### src/rtl/cs_pkg.sv
package cs_pkg;

  localparam int SYM_W = 5;

  localparam logic [SYM_W-1:0] SYM_J    = 5'b11000;
  localparam logic [SYM_W-1:0] SYM_K    = 5'b10001;
  localparam logic [SYM_W-1:0] SYM_T    = 5'b01101;
  localparam logic [SYM_W-1:0] SYM_R    = 5'b00111;
  localparam logic [SYM_W-1:0] SYM_IDLE = 5'b11111;

  typedef enum logic [2:0] {
    ST_SEARCH,
    ST_HUNT,
    ST_LOCK,
    ST_AFT_T,
    ST_AFT_I
  } cs_state_t;

  typedef enum logic [2:0] {
    SC_DATA,
    SC_J,
    SC_K,
    SC_T,
    SC_R,
    SC_IDLE
  } sym_cls_t;

  function automatic sym_cls_t classify(input logic [SYM_W-1:0] s);
    case (s)
      SYM_J:    return SC_J;
      SYM_K:    return SC_K;
      SYM_T:    return SC_T;
      SYM_R:    return SC_R;
      SYM_IDLE: return SC_IDLE;
      default:  return SC_DATA;
    endcase
  endfunction

  function automatic logic crs_merge(input logic rx, input logic tx,
                                     input logic fd, input logic rep);
    return rx | (tx & ~(fd | rep));
  endfunction

endpackage

### src/rtl/cs_bit_window.sv
module cs_bit_window #(
  parameter int SYM_W = cs_pkg::SYM_W,
  parameter int WIN_W = 2 * SYM_W
) (
  input  logic clk,
  input  logic rst,
  input  logic bit_vld,
  input  logic bit_in,
  input  logic clear,
  output logic start_hit,
  output logic jk_hit
);
  localparam int HIST_W = WIN_W - 1;
  localparam int JK_W   = 2 * SYM_W;

  logic [HIST_W-1:0] hist;
  logic [WIN_W-1:0]  window;
  logic              far_zero;

  always_ff @(posedge clk) begin
    if (rst || clear)
      hist <= '1;
    else if (bit_vld)
      hist <= {hist[HIST_W-2:0], bit_in};
  end

  assign window = {hist, bit_in};

  // zero at lag 2..WIN_W-1 (lag 1 is adjacent and excluded)
  always_comb begin
    far_zero = 1'b0;
    for (int i = 1; i < HIST_W; i++)
      if (!hist[i]) far_zero = 1'b1;
  end

  assign start_hit = bit_vld & ~bit_in & far_zero;
  assign jk_hit    = bit_vld &
                     (window[JK_W-1:0] == {cs_pkg::SYM_J, cs_pkg::SYM_K});

endmodule

### src/rtl/cs_symbol_framer.sv
module cs_symbol_framer #(
  parameter int SYM_W = cs_pkg::SYM_W
) (
  input  logic             clk,
  input  logic             rst,
  input  logic             bit_vld,
  input  logic             bit_in,
  input  logic             align,
  input  logic             lock,
  output logic             sym_done,
  output logic [SYM_W-1:0] sym_val
);
  localparam int PH_W = $clog2(SYM_W);
  localparam logic [PH_W-1:0] PH_LAST = PH_W'(SYM_W - 1);

  logic [PH_W-1:0]  phase;
  logic [SYM_W-2:0] sr;

  always_ff @(posedge clk) begin
    if (rst || align) begin
      phase <= '0;
      sr    <= '0;
    end else if (bit_vld && lock) begin
      sr    <= {sr[SYM_W-3:0], bit_in};
      phase <= (phase == PH_LAST) ? '0 : phase + 1'b1;
    end
  end

  assign sym_done = bit_vld & lock & ~align & (phase == PH_LAST);
  assign sym_val  = {sr, bit_in};

endmodule

### src/rtl/cs_carrier_fsm.sv
module cs_carrier_fsm #(
  parameter int FALSE_ONES = 10
) (
  input  logic              clk,
  input  logic              rst,
  input  logic              bit_vld,
  input  logic              bit_in,
  input  logic              start_hit,
  input  logic              jk_hit,
  input  logic              sym_done,
  input  cs_pkg::sym_cls_t  sym_cls,
  output logic              align,
  output logic              lock,
  output logic              hist_clear,
  output logic              false_end,
  output logic              rx_crs,
  output logic              rx_active
);
  import cs_pkg::*;

  localparam int CNT_W = $clog2(FALSE_ONES + 1);
  localparam logic [CNT_W-1:0] CNT_LAST = CNT_W'(FALSE_ONES - 1);

  cs_state_t       st, st_n;
  logic [CNT_W-1:0] ones, ones_n;

  always_comb begin
    st_n       = st;
    ones_n     = ones;
    align      = 1'b0;
    hist_clear = 1'b0;
    false_end  = 1'b0;
    case (st)
      ST_SEARCH: begin
        if (start_hit) begin
          st_n   = ST_HUNT;
          ones_n = '0;
        end
      end
      ST_HUNT: begin
        if (bit_vld) begin
          if (jk_hit) begin
            st_n  = ST_LOCK;
            align = 1'b1;
          end else if (bit_in) begin
            if (ones == CNT_LAST) begin
              st_n       = ST_SEARCH;
              hist_clear = 1'b1;
              false_end  = 1'b1;
            end else begin
              ones_n = ones + 1'b1;
            end
          end else begin
            ones_n = '0;
          end
        end
      end
      ST_LOCK: begin
        if (sym_done) begin
          if (sym_cls == SC_T)         st_n = ST_AFT_T;
          else if (sym_cls == SC_IDLE) st_n = ST_AFT_I;
        end
      end
      ST_AFT_T: begin
        if (sym_done) begin
          case (sym_cls)
            SC_R:    begin st_n = ST_SEARCH; hist_clear = 1'b1; end
            SC_T:    st_n = ST_AFT_T;
            SC_IDLE: st_n = ST_AFT_I;
            default: st_n = ST_LOCK;
          endcase
        end
      end
      ST_AFT_I: begin
        if (sym_done) begin
          case (sym_cls)
            SC_IDLE: begin st_n = ST_SEARCH; hist_clear = 1'b1; end
            SC_T:    st_n = ST_AFT_T;
            default: st_n = ST_LOCK;
          endcase
        end
      end
      default: st_n = ST_SEARCH;
    endcase
  end

  always_ff @(posedge clk) begin
    if (rst) begin
      st   <= ST_SEARCH;
      ones <= '0;
    end else begin
      st   <= st_n;
      ones <= ones_n;
    end
  end

  assign lock      = (st == ST_LOCK) || (st == ST_AFT_T) || (st == ST_AFT_I);
  assign rx_crs    = (st == ST_HUNT) || (st == ST_LOCK);
  assign rx_active = (st != ST_SEARCH);

endmodule

### src/rtl/carrier_sense_det.sv
module carrier_sense_det #(
  parameter int SYM_W      = cs_pkg::SYM_W,
  parameter int WIN_W      = 2 * SYM_W,
  parameter int FALSE_ONES = 10
) (
  input  logic clk,
  input  logic rst,
  input  logic bit_vld,
  input  logic bit_in,
  input  logic tx_en,
  input  logic full_duplex,
  input  logic repeater,
  output logic crs,
  output logic rx_active
);
  import cs_pkg::*;

  logic             start_hit_w;
  logic             jk_hit_w;
  logic             align_w;
  logic             lock_w;
  logic             hist_clear_w;
  logic             false_end_w;
  logic             rx_crs_w;
  logic             sym_done_w;
  logic [SYM_W-1:0] sym_val_w;
  sym_cls_t         sym_cls_w;

  cs_bit_window #(.SYM_W(SYM_W), .WIN_W(WIN_W)) u_win (
    .clk       (clk),
    .rst       (rst),
    .bit_vld   (bit_vld),
    .bit_in    (bit_in),
    .clear     (hist_clear_w),
    .start_hit (start_hit_w),
    .jk_hit    (jk_hit_w)
  );

  cs_symbol_framer #(.SYM_W(SYM_W)) u_frm (
    .clk      (clk),
    .rst      (rst),
    .bit_vld  (bit_vld),
    .bit_in   (bit_in),
    .align    (align_w),
    .lock     (lock_w),
    .sym_done (sym_done_w),
    .sym_val  (sym_val_w)
  );

  assign sym_cls_w = classify(sym_val_w);

  cs_carrier_fsm #(.FALSE_ONES(FALSE_ONES)) u_fsm (
    .clk        (clk),
    .rst        (rst),
    .bit_vld    (bit_vld),
    .bit_in     (bit_in),
    .start_hit  (start_hit_w),
    .jk_hit     (jk_hit_w),
    .sym_done   (sym_done_w),
    .sym_cls    (sym_cls_w),
    .align      (align_w),
    .lock       (lock_w),
    .hist_clear (hist_clear_w),
    .false_end  (false_end_w),
    .rx_crs     (rx_crs_w),
    .rx_active  (rx_active)
  );

  assign crs = crs_merge(rx_crs_w, tx_en, full_duplex, repeater);

endmodule

### config.mk
export PLATFORM = sky130hd
export DESIGN_NAME = carrier_sense_det
export DESIGN_NICKNAME = d
export VERILOG_FILES = /design/src/rtl/cs_pkg.sv /design/src/rtl/cs_bit_window.sv /design/src/rtl/cs_symbol_framer.sv /design/src/rtl/cs_carrier_fsm.sv /design/src/rtl/carrier_sense_det.sv
export SDC_FILE = /design/constraint.sdc
export NUM_CORES = 1
export LEC_CHECK = 0
export BUFFER_PORTS_ARGS = -buffer_cell sky130_fd_sc_hd__buf_2
export CAP_MARGIN = 20
export CORE_ASPECT_RATIO = 1.2
export CORE_MARGIN = 2
export CORE_UTILIZATION = 62
export CTS_BUF_LIST = sky130_fd_sc_hd__clkbuf_2
export CTS_CLUSTER_SIZE = 16
export DETAILED_ROUTE_END_ITERATION = 6
export PLACE_DENSITY = 0.83
export SLEW_MARGIN = 20
export SYNTH_ARGS = -nofsm -noshare
export SYNTH_HDL_FRONTEND = slang
export SYNTH_SLANG_ARGS = --single-unit
### constraint.sdc
create_clock -name clk -period 4.3 [get_ports clk]
set_input_delay 1.29 -clock clk [delete_from_list [all_inputs] [get_ports clk]]
set_output_delay 1.29 -clock clk [all_outputs]
set_load 0.005 [all_outputs]
==> results.py, run 1 <==
metrics = {
    "drt": {
        "ant_nets": 0,
        "avgRoutedWirePerCell_um": 12.93,
        "drc_errors": 0,
        "drt_wl_total_um": 2586,
        "dr.pass1.iters": 4,
        "dr.first_iter.drc_count": 16,
        "vias_per_cell": 5.770,
        "num_vias": 1154,
    },
    "timing": {
        "rsz0062_at_grt": "no",
        "setup_viol": 0,
        "slew_headroom_pct": 44.60,
        "tightest_slew_ns": 0.8255,
        "setup_tns_ns": 0,
        "final_period_minus_worst_setup_slack_ns": 3.009,
        "max_freq_mhz": 332.3,
        "clock_skew_ns": 0.008565,
        "timing.final.max_slew_violations": 0,
        "min_period_over_period_pct": 69.98,
        "hold_viol": 0,
    },
    "placed_design": {
        "port_buffers": 8,
        "gp_congestion": 0.8915,
        "hpwlAfterDp_um": 1945,
    },
    "power": {
        "power_density_nw_per_um2": 226.4,
        "total_power_mw": 0.3284,
        "ir_worst_vdd_uv": 189.1,
        "p_leak_nw": 0.6033,
    },
    "run_status": {
        "status": "completed",
    },
    "layout": {
        "mostFrequentLayoutCell": "nand2_1",
        "regArea_um2": 460.4,
        "diodes": 0,
        "drive_gt1_share_pct": 14.79,
        "fillers": 209,
        "multi_input_area_um2": 860.8,
        "syn2layout_area_growth_pct": 2.205,
        "fin_nets": 181,
        "layout_common_cells": "nand2_1 (24), dfxtp_1 (23), nor2_1 (14), mux2i_1 (13), a21oi_1 (12)",
    },
    "clock_tree": {
        "clockRootBuffer": "clkbuf_2",
        "cts.clk_slew.worst_paths_ns": 0.20,
        "worstSkewPairLatency_ns": 0.33,
        "post-cts-setup-buffers": 0,
        "htreeDepth": 1,
        "cts_inserted_buffers": 3,
        "clock_path_buffers": 2,
        "cts_resized": 0,
        "cts_hold_buf": 0,
        "cts_num_sinks": 23,
        "cts_tree": "built",
    },
    "min_path": {
        "hp-class": "reg -> reg",
    },
    "critical_path": {
        "worstSetupPathType": "in -> out",
        "crit_chain": "buf_2, nor2_1, nand2_1, o21ai_0, buf_2",
        "cp_slowest_cell": "buf_2",
        "cp.required_ns": 3.01,
        "cp_max_fo": 1,
        "slowest_delay_ns": 0.13,
        "cp-start-kind": "primary input",
        "ff2ff_setup_slack_ns": 2.10,
        "arrival_ns": 1.72,
        "cp_common_cell": "buf_2",
        "cp-end-kind": "output pin",
    },
    "grt": {
        "grt_pass1_wl_um": 4429,
        "first_global_vias": 1087,
        "overflow": 0,
        "grt_use_total_pct": 22.02,
        "grt_max_degree": 17,
        "antenna_found_initial": 0,
    },
    "die": {
        "fp.coreArea_um2": 2235,
        "die_w_um": 47.67,
        "row_count": 19,
        "initial_utilization_pct": 63.49,
        "die_h_um": 56.41,
        "dieArea_um2": 2689,
        "pin_count": 9,
    },
    "synth": {
        "synth_edf_count": 0,
        "syn-cell-area_um2": 1419,
        "synthCells": 167,
        "syn-num-nets": 178,
        "synth_warnings": 0,
        "synthFlopType": "dfxtp_1",
        "synth_async_sr_flop_share_pct": 0,
        "yosysSeqAreaShare_pct": 32.45,
        "syn_avg_cell_area_um2": 8.496,
        "synth_cell_types": 49,
        "synth_seq_cells": 23,
    },
    "flow_run": {
        "cap_violations": 0,
    },
}
-- area by class of cell --
cell class | instances | share of cell area, %
Multi-Input combinational cell | 126 | 59.36
Inverter | 8 | 2.071
Clock inverter | 1 | 0.3451
Timing Repair Buffer | 8 | 2.761
Tap cell | 31 | 2.675
Sequential cell | 23 | 31.75
Clock buffer | 3 | 1.035
-- path summary, 6_finish.rpt --
check | start | endpoint | depth (start not counted)
worst min register to register | u_fsm.ones[3] | u_fsm.ones[3] | 2
worst max register to register | u_fsm.st[1] | u_frm.phase[2] | 4
worst max-delay path | repeater | crs | 5
worst min-delay path | u_fsm.ones[3] | u_fsm.ones[3] | 2
-- registers in the layout, indices dropped and copies added, names as in the netlist --
signal,cells
u_win.hist,9
u_fsm.ones,4
u_frm.sr,4
u_frm.phase,3
u_fsm.st,3
-- through the flow --
| stage | utilization [%] | cell area [um2] | setup WS [ns] | cells | hold WS [ns] |
|---|---|---|---|---|---|
| floorplan | - | 1419 | 1.515 | 167 | 0.4559 |
| global placement | 64.00 | 1430 | 1.309 | 196 | 0.4676 |
| detailed placement | 64.00 | 1430 | 1.284 | 196 | 0.4853 |
| CTS | 64.89 | 1450 | 1.284 | 200 | 0.5092 |
| global route | 64.89 | 1450 | 1.169 | 200 | 0.5499 |
| finish | 64.89 | 1450 | 1.291 | 200 | 0.5076 |
-- cells by family after synthesis --
group	count (synthesis)	synth area share (%)
simple gates	75	30.60
compound gates	31	15.52
buf+inv	18	6.878
fa+ha+maj	4	3.527
mux	13	9.171
flops	23	32.45
xor+xnor	3	1.852
-- where the power goes --
| part | switching [mW] | total (mW) | internal [mW] |
|---|---|---|---|
| Clock | 0.0634 | 0.0845 | 0.0211 |
| Sequential | 0.00249 | 0.218 | 0.215 |
| Combinational | 0.0151 | 0.0263 | 0.0112 |
-- worst max-delay path: cells and delay by family --
kind,cells,cell delay [ns]
and+or+nand+nor,2,0.14
buffers and inverters,2,0.23
AOI/OAI and AO/OA,1,0.06
-- metal layers --
layer	routed length (um)	global-route usage, %
met1	1188	27.38
met2	1327	35.91
met3	41	3.537
met4	28	9.653
met5	0	0
-- cell usage after synthesis, types with 2 or more instances --
cell type | instances | area share (%)
or4_1 | 2 | 1.1
clkbuf_1 | 2 | 0.53
inv_1 | 8 | 2.1
nor3b_1 | 2 | 1.1
nor2_1 | 14 | 3.7
nor4_1 | 3 | 1.3
nor4bb_1 | 2 | 1.4
nand2_1 | 24 | 6.3
o21ai_0 | 8 | 2.8
buf_2 | 3 | 1.1
or3_2 | 2 | 1.1
xnor2_1 | 2 | 1.2
and3_1 | 2 | 0.88
ha_1 | 4 | 3.5
dfxtp_1 | 23 | 32
a21oi_1 | 12 | 4.2
mux2i_1 | 13 | 9.2
nand3_1 | 7 | 2.5
nor2b_1 | 2 | 0.88
buf_6 | 3 | 2.4
No activity file was read; power rests on OpenSTA's default activity.
==> run 2, diff against run 1 <==
==> constraint.sdc (replaced) <==
create_clock -name clk -period 3.1 [get_ports clk]
set_input_delay 0.93 -clock clk [delete_from_list [all_inputs] [get_ports clk]]
set_output_delay 0.93 -clock clk [all_outputs]
set_load 0.005 [all_outputs]
==> run 2 against run 1 <==
Power rose by 41%. Count of clock-buffer cells in the layout rose by 1. Non-clock buffer count did not move. Worst hold slack got worse by 0.0045 ns. Register-to-register slack got worse by 1.2 ns. Sequential cell count did not move. Cell count did not move. Die area did not move. Global-route usage rose by 2.1 points.
==> results.py, run 2 (synthesis gave the netlist of run 1 again) <==
metrics = {
    "grt": {
        "grt_max_degree": 17,
        "grt_pass1_wl_um": 4850,
        "overflow": 0,
        "first_global_vias": 1189,
        "antenna_found_initial": 0,
        "grt_use_total_pct": 24.14,
    },
    "drt": {
        "topRoutingLayerUsed": "met4",
        "num_vias": 1191,
        "drt_wl_total_um": 2708,
        "vias_per_cell": 5.955,
        "ant_nets": 0,
        "wl_met2_um": 1402,
        "dr.first_iter.drc_count": 28,
        "avgRoutedWirePerCell_um": 13.54,
        "drc_errors": 0,
        "wl_met1_um": 1157,
        "wl_met3_um": 90,
        "dr.pass1.iters": 4,
    },
    "power": {
        "p_comb_share_pct": 7.9,
        "p_int_mw": 0.3481,
        "total_power_mw": 0.4619,
        "p_leak_nw": 0.6036,
        "seqPwrFrac_pct": 65.4,
        "swShare_pct": 24.63,
        "clockPowerShare_pct": 26.7,
        "power_density_nw_per_um2": 318.5,
        "ir_worst_vdd_uv": 260.2,
        "switchingPower_mw": 0.1138,
    },
    "clock_tree": {
        "cts_tree": "built",
        "clockRootBuffer": "clkbuf_2",
        "worstSkewPairLatency_ns": 0.33,
        "htreeDepth": 1,
        "cts.clk_slew.worst_paths_ns": 0.20,
        "post-cts-setup-buffers": 0,
        "cts_hold_buf": 0,
        "cts_num_sinks": 23,
        "clock_path_buffers": 2,
        "cts_inserted_buffers": 3,
        "cts_resized": 0,
    },
    "die": {
        "dieArea_um2": 2689,
        "fp.coreArea_um2": 2235,
        "initial_utilization_pct": 63.49,
        "pin_count": 9,
        "die_h_um": 56.41,
        "row_count": 19,
        "die_w_um": 47.67,
    },
    "layout": {
        "layout_common_cells": "nand2_1 (24), dfxtp_1 (23), nor2_1 (14), mux2i_1 (13), a21oi_1 (12)",
        "largest_reg_flops": 9,
        "reg_top3": "u_win.hist: 9 flops, u_frm.sr: 4 flops, u_fsm.ones: 4 flops",
        "drive_gt1_share_pct": 14.79,
        "fin_nets": 181,
        "diodes": 0,
        "mostFrequentLayoutCell": "nand2_1",
        "syn2layout_area_growth_pct": 2.205,
        "top_register": "u_win.hist",
        "fillers": 210,
    },
    "critical_path": {
        "cp-end-kind": "output pin",
        "cp.required_ns": 2.17,
        "r2r_start": "u_fsm.st[1]",
        "cp_max_fo": 13,
        "cp-start-kind": "flip-flop",
        "critPathLaunch": "u_fsm.st[0]",
        "arrival_ns": 1.42,
        "worstSetupPathType": "reg -> out",
    },
    "timing": {
        "min_period_over_period_pct": 75.70,
        "clock_skew_ns": 0.006574,
        "max_freq_mhz": 426.1,
        "setup_tns_ns": 0,
        "final_period_minus_worst_setup_slack_ns": 2.347,
        "slew_headroom_pct": 46.07,
        "hold_viol": 0,
        "timing.final.max_slew_violations": 0,
        "tightest_slew_ns": 0.8035,
        "rsz0062_at_grt": "no",
        "setup_viol": 0,
        "whs_ns": 0.5032,
    },
    "placed_design": {
        "hpwlAfterDp_um": 2041,
        "gp_congestion": 0.8436,
        "port_buffers": 8,
    },
    "min_path": {
        "hp-class": "reg -> reg",
        "hold_start": "u_fsm.ones[1]",
    },
    "flow_run": {
        "cap_violations": 0,
    },
    "run_status": {
        "status": "completed",
    },
}
-- run 2: routing by layer --
metal / vias up / global-route usage (%)
li1: 594 / -
met1: 559 / 30.85
met2: 31 / 39.00
met3: 7 / 4.180
met4: 0 / 9.266
met5: - / 0
-- run 2: path summary, 6_finish.rpt --
check	cells after the start	end	slack, ns
hold reg to reg	2	u_fsm.ones[1]	0.50
setup reg to reg	4	u_frm.phase[2]	0.91
hold / removal	2	u_fsm.ones[1]	0.50
setup / recovery	2	rx_active	0.75
-- run 2: power groups by stage --
| stage | sequential (mW) | clock, mW | combinational, mW |
|---|---|---|---|
| 2_1_floorplan | 0.306 | 0 | 0.0307 |
| 3_3_place_gp | 0.308 | 0 | 0.0353 |
| 3_5_place_dp | 0.308 | 0 | 0.0365 |
| 4_1_cts | 0.302 | 0.125 | 0.0366 |
| 5_1_grt | 0.303 | 0.135 | 0.0411 |
| 6_report | 0.302 | 0.123 | 0.0364 |
-- run 2: critical path: stages, from the launching register on --
cell	delay, ns
dfxtp_1	0.50
or3_4	0.45
buf_2	0.13
-- run 2: layout make-up --
type,count,area [um2],share of cell area (%)
multi-input combinational,126,860.8,59.36
sequential,23,460.4,31.75
timing repair buffer,8,40.04,2.761
tap,31,38.79,2.675
inverter,8,30.03,2.071
clock buffer,4,20.02,1.381
-- run 2: through the flow --
step                      cell area [um2]  setup slack, ns  instances  util, %
after floorplan                      1419           0.9257        167        -
after global placement               1430           0.6675        196    64.00
after detailed placement             1430           0.5795        196    64.00
after CTS                            1450           0.7451        200    64.89
after global routing                 1450           0.5906        200    64.89
final                                1450           0.7533        200    64.89
